`src/rtl/gpio_bank_pkg.sv`:
```
package gpio_bank_pkg;
  localparam int ADDR_W     = 3;
  localparam int NUM_REGS   = 1 << ADDR_W;
  localparam int NUM_STATES = 4;

  localparam logic [ADDR_W-1:0] A_SRC  = 3'd0;
  localparam logic [ADDR_W-1:0] A_DIR  = 3'd1;
  localparam logic [ADDR_W-1:0] A_IDLE = 3'd2;
  localparam logic [ADDR_W-1:0] A_RX   = 3'd3;
  localparam logic [ADDR_W-1:0] A_TX   = 3'd4;
  localparam logic [ADDR_W-1:0] A_DUP  = 3'd5;
  localparam logic [ADDR_W-1:0] A_MAN  = 3'd6;
  localparam logic [ADDR_W-1:0] A_PIN  = 3'd7;

  typedef struct packed {
    logic [NUM_REGS-1:0] wrSel;
    logic                rdStrobe;
    logic [ADDR_W-1:0]   rdSel;
    logic [1:0]          actSel;
  } ctlStrobes_t;
endpackage

```
`src/rtl/gpio_bank_ctrl.sv`:
```
module gpio_bank_ctrl
  import gpio_bank_pkg::*;
(
  input  logic              clk,
  input  logic              busWrEn,
  input  logic              busRdEn,
  input  logic [ADDR_W-1:0] busAddr,
  input  logic              rxBusy,
  input  logic              txBusy,
  output ctlStrobes_t       strb
);
  logic [1:0] actQ;

  // activity status is re-registered every cycle, reset or not
  always_ff @(posedge clk) begin
    actQ <= {txBusy, rxBusy};
  end

  genvar g;
  generate
    for (g = 0; g < NUM_REGS; g++) begin : g_wrDec
      if (g == int'(A_PIN)) begin : g_ro
        assign strb.wrSel[g] = 1'b0;
      end else begin : g_rw
        assign strb.wrSel[g] = busWrEn && (busAddr == ADDR_W'(g));
      end
    end
  endgenerate

  assign strb.rdStrobe = busRdEn;
  assign strb.rdSel    = busAddr;
  assign strb.actSel   = actQ;
endmodule

```
`src/rtl/gpio_bank_dpath.sv`:
```
module gpio_bank_dpath
  import gpio_bank_pkg::*;
#(
  parameter int WIDTH = 11
) (
  input  logic             clk,
  input  logic             rstN,
  input  ctlStrobes_t      strb,
  input  logic [WIDTH-1:0] busWrData,
  input  logic [WIDTH-1:0] busWrMask,
  input  logic [WIDTH-1:0] pinIn,
  output logic [WIDTH-1:0] busRdData,
  output logic [WIDTH-1:0] pinOutEn,
  output logic [WIDTH-1:0] pinOutData
);
  logic [WIDTH-1:0] srcSel;
  logic [WIDTH-1:0] dirReg;
  logic [WIDTH-1:0] manualOut;
  logic [WIDTH-1:0] stateReg [NUM_STATES];
  logic [WIDTH-1:0] syncA;
  logic [WIDTH-1:0] syncB;
  logic [WIDTH-1:0] rdMux;
  logic [WIDTH-1:0] activeLevel;
  logic [WIDTH-1:0] rdQ;

  function automatic logic [WIDTH-1:0] mergeBits(input logic [WIDTH-1:0] oldV,
                                                 input logic [WIDTH-1:0] newV,
                                                 input logic [WIDTH-1:0] msk);
    return (oldV & ~msk) | (newV & msk);
  endfunction

  always_ff @(posedge clk) begin
    if (!rstN) begin
      srcSel    <= '0;
      dirReg    <= '0;
      manualOut <= '0;
    end else begin
      if (strb.wrSel[A_SRC]) srcSel    <= mergeBits(srcSel, busWrData, busWrMask);
      if (strb.wrSel[A_DIR]) dirReg    <= mergeBits(dirReg, busWrData, busWrMask);
      if (strb.wrSel[A_MAN]) manualOut <= mergeBits(manualOut, busWrData, busWrMask);
    end
  end

  genvar s;
  generate
    for (s = 0; s < NUM_STATES; s++) begin : g_state
      always_ff @(posedge clk) begin
        if (!rstN) begin
          stateReg[s] <= '0;
        end else if (strb.wrSel[int'(A_IDLE) + s]) begin
          stateReg[s] <= mergeBits(stateReg[s], busWrData, busWrMask);
        end
      end
    end
  endgenerate

  // two-stage synchroniser on the pad inputs
  always_ff @(posedge clk) begin
    if (!rstN) begin
      syncA <= '0;
      syncB <= '0;
    end else begin
      syncA <= pinIn;
      syncB <= syncA;
    end
  end

  assign activeLevel = stateReg[strb.actSel];

  genvar b;
  generate
    for (b = 0; b < WIDTH; b++) begin : g_pin
      assign pinOutData[b] = srcSel[b] ? activeLevel[b] : manualOut[b];
      assign pinOutEn[b]   = dirReg[b];
    end
  endgenerate

  always_comb begin
    unique case (strb.rdSel)
      A_SRC:  rdMux = srcSel;
      A_DIR:  rdMux = dirReg;
      A_IDLE: rdMux = stateReg[0];
      A_RX:   rdMux = stateReg[1];
      A_TX:   rdMux = stateReg[2];
      A_DUP:  rdMux = stateReg[3];
      A_MAN:  rdMux = manualOut;
      default: rdMux = syncB;
    endcase
  end

  always_ff @(posedge clk) begin
    if (!rstN) begin
      rdQ <= '0;
    end else if (strb.rdStrobe) begin
      rdQ <= rdMux;
    end
  end

  assign busRdData = rdQ;
endmodule

```
`src/rtl/gpio_bank.sv`:
```
module gpio_bank
  import gpio_bank_pkg::*;
#(
  parameter int WIDTH = 11
) (
  input  logic              clk,
  input  logic              rstN,
  input  logic              busWrEn,
  input  logic              busRdEn,
  input  logic [ADDR_W-1:0] busAddr,
  input  logic [WIDTH-1:0]  busWrData,
  input  logic [WIDTH-1:0]  busWrMask,
  output logic [WIDTH-1:0]  busRdData,
  input  logic              rxBusy,
  input  logic              txBusy,
  input  logic [WIDTH-1:0]  pinIn,
  output logic [WIDTH-1:0]  pinOutEn,
  output logic [WIDTH-1:0]  pinOutData
);
  ctlStrobes_t strb;

  gpio_bank_ctrl ctrl_i (
    .clk     (clk),
    .busWrEn (busWrEn),
    .busRdEn (busRdEn),
    .busAddr (busAddr),
    .rxBusy  (rxBusy),
    .txBusy  (txBusy),
    .strb    (strb)
  );

  gpio_bank_dpath #(.WIDTH(WIDTH)) dpath_i (
    .clk        (clk),
    .rstN       (rstN),
    .strb       (strb),
    .busWrData  (busWrData),
    .busWrMask  (busWrMask),
    .pinIn      (pinIn),
    .busRdData  (busRdData),
    .pinOutEn   (pinOutEn),
    .pinOutData (pinOutData)
  );
endmodule

```
`config.mk`:
```
export PLATFORM = sky130hd
export DESIGN_NAME = gpio_bank
export DESIGN_NICKNAME = d
export VERILOG_FILES = /design/src/rtl/gpio_bank_pkg.sv /design/src/rtl/gpio_bank_ctrl.sv /design/src/rtl/gpio_bank_dpath.sv /design/src/rtl/gpio_bank.sv
export SDC_FILE = /design/constraint.sdc
export NUM_CORES = 1
export LEC_CHECK = 0
export BUFFER_PORTS_ARGS = -buffer_cell sky130_fd_sc_hd__buf_2
export CORE_MARGIN = 5
export CORE_UTILIZATION = 45
export DETAILED_ROUTE_END_ITERATION = 16
export GPL_TIMING_DRIVEN = 0
export HOLD_SLACK_MARGIN = 0.05
export PLACE_DENSITY_LB_ADDON = 0.15
export RECOVER_POWER = 100
export SLEW_MARGIN = 5
export SYNTH_ARGS = -nofsm -noshare
export SYNTH_HDL_FRONTEND = slang
export SYNTH_SLANG_ARGS = --single-unit
export TNS_END_PERCENT = 100
```
`constraint.sdc`:
```
create_clock -name clk -period 2.8 [get_ports clk]
set_clock_uncertainty 0.15 [all_clocks]
set_input_delay 0.14 -clock clk [delete_from_list [all_inputs] [get_ports clk]]
set_output_delay 0.14 -clock clk [all_outputs]
set_load 0.005 [all_outputs]
```
==> results of run 1 <==
[power by group]
part	internal (mW)	switching (mW)
clock network	0.678	0.596
registers	1.76	0.0448
logic	0.180	0.251
total	2.62	0.892
[metal layers]
layer  up-vias  wire, microns
met5         -              0
met4         0            506
met3        35           1880
met2       286           8310
met1      2458           7530
li1       2313              -
[cell families (layout without fill, tap and decap cells)]
kind of cell / Yosys count / count (layout) / synth area share, %
simple gates: 236 / 236 / 21.3
compound gates: 143 / 143 / 18.2
flops: 112 / 112 / 48.4
buf+inv: 48 / 174 / 4.04
mux: 29 / 29 / 7.99
[worst paths after layout]
path	slack, ns	to	cells after the start	from
max	0.25	dpath_i.stateReg[2][3]	5	busAddr[1]
min	0.15	dpath_i.busRdData[7]	4	rstN
max reg2reg	1.12	dpath_i.busRdData[4]	4	dpath_i.stateReg[2][4]
min reg2reg	0.28	dpath_i.syncB[7]	1	dpath_i.syncA[7]
[stage by stage]
step / hold slack, ns / cells / power [mW] / area (sq um)
4_1_cts: 0.121 / 862 / 3.53 / 6810
2_1_floorplan: 0.0177 / 568 / 2.06 / 5540
5_1_grt: 0.182 / 862 / 3.65 / 6760
6_report: 0.149 / 862 / 3.51 / 6760
3_5_place_dp: 0.0940 / 811 / 2.23 / 6160
3_3_place_gp: 0.0945 / 809 / 2.22 / 6120
[critical path: stages]
cell,delay (ns)
clkbuf_1,0.21
clkbuf_1,0.32
clkbuf_1,0.29
nand2b_1,0.23
o21ai_1,1.16
[Yosys cell counts (all sizes together)]
cell     instances  area share, %
a21oi           47            4.2
o2bb2ai          1           0.16
nand2b          46            5.2
inv              2           0.14
and2            24            2.7
mux2            12            2.4
a211o            7            1.1
nand2          100            6.8
a31oi            2           0.23
and4bb           1           0.23
a21boi          33            4.5
o31ai            2           0.27
edfxtp          44             24
nor4b            1           0.27
clkbuf          23            1.6
and4b            1           0.18
o31a             1           0.16
o311ai           1           0.16
nor2             8           0.59
nor3b            1           0.14
nor2b            2           0.23
nor3             2           0.18
and2b            1           0.18
o21ai           16            1.4
dfxtp           68             25
nand4            3           0.34
mux2i            6            1.1
mux4            11            4.5
nand3           44            4.1
buf             23            2.3
a311oi          15            2.4
nand3b           2           0.27
o221ai           3           0.47
a221oi          15            3.2
[cell usage in the layout, fill, tap and decap left out, drive strengths merged, types with 24 or more instances in the layout]
| cell | n |
|---|---|
| nand2 | 100 |
| buf | 72 |
| dfxtp | 68 |
| clkbuf | 60 |
| a21oi | 47 |
| nand2b | 46 |
| edfxtp | 44 |
| nand3 | 44 |
| dlygate4sd3 | 36 |
| a21boi | 33 |
| and2 | 24 |
[repair_timing]
action	4_1_cts	5_1_grt
setup endpoints to repair	0	0
buffers inserted	0	0
endpoints found under the hold margin	59	0
hold buffers	36	0
[area by class of cell]
class	instances	area, sq um
fillers	1136	5310
inverters	2	7.51
plain buffers	46	198
clock inverters	4	26.3
clock buffers	11	264
flip-flops and latches	112	2680
multi-input cells	408	2650
well taps	168	210
repair buffers	111	721
==> impl_metrics.tcl, run 1 <==
set metrics [dict create \
    grt_use_met2_pct 39.7 \
    preCtsSetupSlack_ns 0.469 \
    p_per_area_mw_per_mm2 519 \
    yosysWarnings 0 \
    min_path_type "in -> reg" \
    status "finished with violations" \
    drive_gt1_share_pct 17.1 \
    violations "max-capacitance violations, max-slew violations" \
    finalSetupTns_ns 0 \
    overflow 0 \
    cts_buffer_depth 2 \
    fmax_mhz 392 \
    synth_fp_nets 610 \
    cts.sinks 112 \
    initial_core_util_pct 46.0 \
    die_x_microns 121 \
    ctsRootBufferMaster "clkbuf_16" \
    drv_slew 12 \
    avgSynthCellArea_sq_um 9.76 \
    rsz0062_at_grt "false" \
    end_kind "flip-flop" \
    worstMarginPinSlew_ns 1.50 \
    path_max_fanout 11 \
    synthCells 568 \
    htreeDepth 3 \
    io_pins 75 \
    clkLatencyLatePin_ns 0.36 \
    first_pass_iters 5 \
    die_height_microns 121 \
    antenna_found_initial 0 \
    grt_usage_pct 25.4 \
    cts_resized 0 \
    synth_area_sq_mm 0.00554 \
    gp_congestion 0.890 \
    cts_buffers 9 \
    slew_headroom_pct -0.879 \
    num_rows 40 \
    ys_ff_latch 112 \
    drtIter0Drc 498 \
    drt_wl_total_microns 18200 \
    wire_per_inst_microns 21.1 \
    use_met1_pct 33.9 \
    nNetsFinal 732 \
    utilization_pct 56.0 \
    drv_cap 1 \
    period_needed_ns 2.55 \
    worstPathRequired_ns 2.61 \
    crit_type "in -> reg" \
    vias 5092 \
    core-area_sq_mm 0.0121 \
    drc 0 \
    ir_drop_mv 0.284 \
    grt_max_degree 18 \
    crit_arrival_ns 2.36 \
    antenna_cells 0 \
    p_leak_nw 2.42 \
    grt_pass1_vias 4730 \
    post-route-period-util_pct 91.1 \
    fin_ws_ns 0.248 \
    port_buffers 73 \
    area_delta_synth_final_pct 21.9 \
    yosysSeqAreaShare_pct 48.4 \
    cts_tree "done" \
    hold_violations 0 \
    die-area_sq_mm 0.0146 \
    dp_hpwl_microns 12100 \
    worstSetupStartpointType "input port" \
    grt_pass1_wl_microns 27700 \
    setup_viol 0 \
    gr-max-usage-layer "met2" \
    ant_nets 0 \
    viasPerCell 5.91 \
    met3_usage_pct 7.46 \
    synth_cell_types 42 \
    path_clk_slew_ns 0.07 \
]
Note: power is estimated with default switching activity, not from simulation.
==> run 2, diff against run 1 <==
CTS_BUF_LIST = sky130_fd_sc_hd__clkbuf_8   (was unset)
==> run 2 against run 1 <==
Net effect: the run still ends with max-capacitance violations, max-slew violations left; combinational power barely moved; critical path depth decreased by 1; utilization is 0.81 points lower; global-route usage shrank 0.23 points; critical path type is now reg -> out; die area stayed put; design area shrank 1.4%; cell count did not move; hold slack lost 0.041 ns; flip-flop and latch count unchanged; count of clock-buffer cells in the layout shrank 1; power shrank 8.0%; register-to-register slack better by 0.04 ns.
==> impl_metrics.tcl, run 2 (same netlist as run 1, synthesis figures left out) <==
set metrics [dict create \
    antenna_found_initial 0 \
    ctsHoldBuffers 36 \
    drv_slew 12 \
    grt_usage_pct 25.2 \
    final_common_cell "nand2_1" \
    cts_resized 0 \
    share_clk_of_total_power_pct 30.7 \
    cts_tree "done" \
    grt_pass1_wl_microns 27500 \
    worstSetupStartpointType "flip-flop" \
    rsz0062_at_grt "false" \
    path_delay_family "buffers and inverters" \
    critPathMaxStageDelay_ns 0.68 \
    place_inst 811 \
    crit_buf_inv 2 \
    viasPerCell 5.84 \
    status "finished with violations" \
    fin_total_pwr_mw 3.23 \
    cts_buffers 9 \
    worstMarginPinSlew_ns 1.50 \
    internal-power_mw 2.37 \
    seqPwrFrac_pct 55.9 \
    die-area_sq_mm 0.0146 \
    slew_headroom_pct -0.916 \
    p_per_area_mw_per_mm2 485 \
    fmax_mhz 385 \
    p_leak_nw 2.38 \
    wl_met1_microns 7470 \
    path_clk_slew_ns 0.10 \
    hold_violations 0 \
    grt_max_degree 18 \
    nNetsFinal 732 \
    utilization_pct 55.2 \
    drt_wl_total_microns 18200 \
    num_rows 40 \
    crit_chain "clkbuf_1, mux4_2, mux2_1, buf_2" \
    vias 5038 \
    final.fill_count 1150 \
    crit_arrival_ns 2.31 \
    comb_power_share_pct 13.4 \
    post-cts-setup-buffers 0 \
    antenna_cells 0 \
    layout_common_cells "nand2_1 (100), dfxtp_1 (68), buf_2 (65)" \
    worstPathRequired_ns 2.51 \
    ctsRootBufferMaster "clkbuf_8" \
    regArea_sq_mm 0.00268 \
    initial_core_util_pct 46.0 \
    die_x_microns 121 \
    multi_input_area_sq_mm 0.00264 \
    area_delta_synth_final_pct 20.1 \
    drc 0 \
    ant_nets 0 \
    min_path_type "in -> reg" \
    core-area_sq_mm 0.0121 \
    swShare_pct 26.5 \
    drv_cap 1 \
    io_pins 75 \
    layoutNonFillerInstCount 862 \
    die_height_microns 121 \
    dr_wl_met2_microns 8360 \
    violations "max-capacitance violations, max-slew violations" \
    cts_buffer_depth 2 \
    clkLatencyLatePin_ns 0.39 \
    wire_per_inst_microns 21.2 \
    first_pass_iters 5 \
    path_max_fanout 10 \
    switchingPower_mw 0.855 \
    ir_drop_mv 0.322 \
    gp_congestion 0.890 \
    critical-path-slowest-cell "clkbuf_1" \
    htreeDepth 3 \
    overflow 0 \
    top_layer "met4" \
    drive_gt1_share_pct 17.1 \
    finalSetupTns_ns 0 \
    end_kind "output pin" \
    drtIter0Drc 660 \
    post-route-period-util_pct 92.8 \
    setup_viol 0 \
    port_buffers 73 \
    route.met3.wl_microns 1950 \
    period_needed_ns 2.60 \
    dp_hpwl_microns 12100 \
    cts.sinks 112 \
    crit_type "reg -> out" \
    grt_pass1_vias 4729 \
]
==> run 2: per-stage QoR <==
step	area [sq um]	setup WS (ns)	hold WS, ns
after floorplan	5540	0.588	0.0177
after global placement	6120	-0.559	0.0945
after detailed placement	6160	0.469	0.0940
after CTS	6710	0.272	0.0779
after global routing	6660	0.146	0.134
final	6660	0.202	0.108
==> run 2: final timing paths <==
path         slack, ns                    to  cells after the start                   start
max               0.20         pinOutData[3]                      4               flip-flop
min               0.11  dpath_i.busRdData[7]                      4                    rstN
max reg2reg       1.16  dpath_i.busRdData[2]                      3  dpath_i.stateReg[3][2]
min reg2reg       0.28      dpath_i.syncB[7]                      1        dpath_i.syncA[7]
==> run 2: power groups by stage <==
stage,clock network (mW),registers [mW],logic [mW]
2_1_floorplan,0,1.83,0.233
3_3_place_gp,0,1.84,0.382
6_report,0.991,1.80,0.433
4_1_cts,1.01,1.80,0.436
5_1_grt,1.08,1.81,0.464
3_5_place_dp,0,1.84,0.395
==> run 2: cell type report <==
class	instances	area share [%]
Buffer	46	3.04
Timing Repair Buffer	111	10.8
Sequential cell	112	40.3
Inverter	2	0.113
Tap cell	168	3.16
Multi-Input combinational cell	408	39.7
Clock inverter	5	0.846
Clock buffer	10	2.07
==> run 2: worst min-delay path: cells and delay by family <==
family / cells / cell delay, ns
compound gates: 2 / 0.17
buf+inv: 2 / 0.29
==> run 2: layer usage <==
metal	GRT usage, %	vias up
met1	34.0	2431
met4	7.65	0
li1	-	2306
met3	6.85	27
met5	0	-
met2	39.5	274
==> run 3, diff against run 2 <==
PLACE_DENSITY = 0.7   (was unset)
PLACE_DENSITY_LB_ADDON = unset   (was 0.15)
==> run 3 against run 2 <==
Net effect: the flow still finishes with violations (max-capacitance violations, max-slew violations); hold slack better by 0.020 ns; count of clock-buffer cells in the layout down 1; non-clock buffer count up 1; critical path depth up 2; largest cell class unchanged; largest power group unchanged.
==> impl_metrics.tcl, run 3 (same netlist as run 1, synthesis figures left out) <==
set metrics [dict create \
    status "finished with violations" \
    violations "max-capacitance violations, max-slew violations" \
    regArea_sq_mm 0.00268 \
    seqPwrFrac_pct 52.6 \
    design_area_sq_mm 0.00671 \
    port_buffers 73 \
    rsz0062_at_grt "false" \
    grt_pass1_vias 4811 \
    final_common_cell "nand2_1" \
    overflow 0 \
    cts.sinks 112 \
    area_delta_synth_final_pct 21.1 \
    multi_input_area_sq_mm 0.00264 \
    path_max_fanout 10 \
    vias 5069 \
    viasPerCell 5.87 \
    die_x_microns 121 \
    min_path_type "in -> reg" \
    antenna_found_initial 0 \
    gp_congestion 0.928 \
    p_per_area_mw_per_mm2 511 \
    drtIter0Drc 458 \
    die-area_sq_mm 0.0146 \
    period_needed_ns 2.66 \
    finalSetupTns_ns 0 \
    hold_violations 0 \
    fmax_mhz 376 \
    drive_gt1_share_pct 17.4 \
    dp_hpwl_microns 12200 \
    io_pins 75 \
    comb_power_share_pct 12.6 \
    end_kind "flip-flop" \
    grt_pass1_wl_microns 26800 \
    core-area_sq_mm 0.0121 \
    share_clk_of_total_power_pct 34.8 \
    switchingPower_mw 0.886 \
    worstMarginPinSlew_ns 1.60 \
    post-route-period-util_pct 95.1 \
    grt_usage_pct 24.4 \
    slew_headroom_pct -7.56 \
    setup_viol 0 \
    clkLatencyLatePin_ns 0.40 \
    dpl-instance-area_sq_mm 0.00616 \
    preCtsSetupSlack_ns 0.495 \
    final.fill_count 1116 \
    post-cts-setup-buffers 0 \
    ir_drop_mv 0.402 \
    whs_ns 0.128 \
    p_leak_nw 2.40 \
    drv_slew 12 \
    antenna_cells 0 \
    cts_buffers 9 \
    num_rows 40 \
    htreeDepth 3 \
    cts_tree "done" \
    worstSetupStartpointType "input port" \
    path_clk_slew_ns 0.11 \
    internal-power_mw 2.54 \
    layout_common_cells "nand2_1 (100), dfxtp_1 (68), buf_2 (62)" \
    ctsRootBufferMaster "clkbuf_8" \
    worstPathRequired_ns 2.69 \
    utilization_pct 55.6 \
    fin_ws_ns 0.138 \
    nNetsFinal 733 \
    first_pass_iters 5 \
    die_height_microns 121 \
    ant_nets 0 \
    cts_buffer_depth 2 \
    drv_cap 1 \
    drt_wl_total_microns 18000 \
    initial_core_util_pct 46.0 \
    crit_arrival_ns 2.55 \
    wire_per_inst_microns 20.8 \
    grt_max_degree 20 \
    swShare_pct 25.8 \
    crit_type "in -> reg" \
    drc 0 \
]
==> run 3: final cells by class <==
cell class	instances	area share, %
multi-input combinational	408	39.3
tap	168	3.13
timing repair buffer	112	10.8
clock buffer	9	1.85
clock inverter	7	1.88
buffer	46	2.98
inverter	2	0.112
sequential	112	40.0
==> run 3: worst max-delay path: stages <==
cell,delay [ns]
buf_4,0.16
clkbuf_1,0.41
clkbuf_1,0.56
nand2_1,0.18
o31ai_2,0.57
clkbuf_1,0.53
==> run 3: stage by stage <==
step | power [mW] | instances
2_1_floorplan | 2.06 | 568
3_3_place_gp | 2.22 | 809
3_5_place_dp | 2.23 | 812
4_1_cts | 3.45 | 864
5_1_grt | 3.54 | 864
6_report | 3.43 | 864
==> run 3: timing repair <==
action,in CTS,in global routing
hold buffers,36,0
resized for setup,0,0
setup endpoints to repair,0,0
hold endpoints to repair,65,0
==> run 3: worst paths after layout <==
path / from / to / slack, ns / cells past startpoint
max: busAddr[1] / dpath_i.stateReg[1][8] / 0.14 / 6
min reg2reg: dpath_i.syncA[3] / dpath_i.syncB[3] / 0.29 / 1
max reg2reg: dpath_i.stateReg[3][2] / dpath_i.busRdData[2] / 1.16 / 3
min: busAddr[1] / flip-flop / 0.13 / 5
==> run 3: layer usage <==
| layer | track usage, % | wire (microns) |
|---|---|---|
| met3 | 7.79 | 1780 |
| met4 | 9.56 | 700 |
| met5 | 0 | 0 |
| met2 | 38.7 | 8120 |
| met1 | 31.0 | 7390 |
==> run 3: power groups by stage <==
stage	Sequential (mW)	Clock (mW)	Combinational, mW
after floorplan	1.83	0	0.233
after global placement	1.84	0	0.377
after detailed placement	1.84	0	0.393
after CTS	1.80	1.21	0.434
after global routing	1.81	1.27	0.459
final	1.80	1.19	0.432
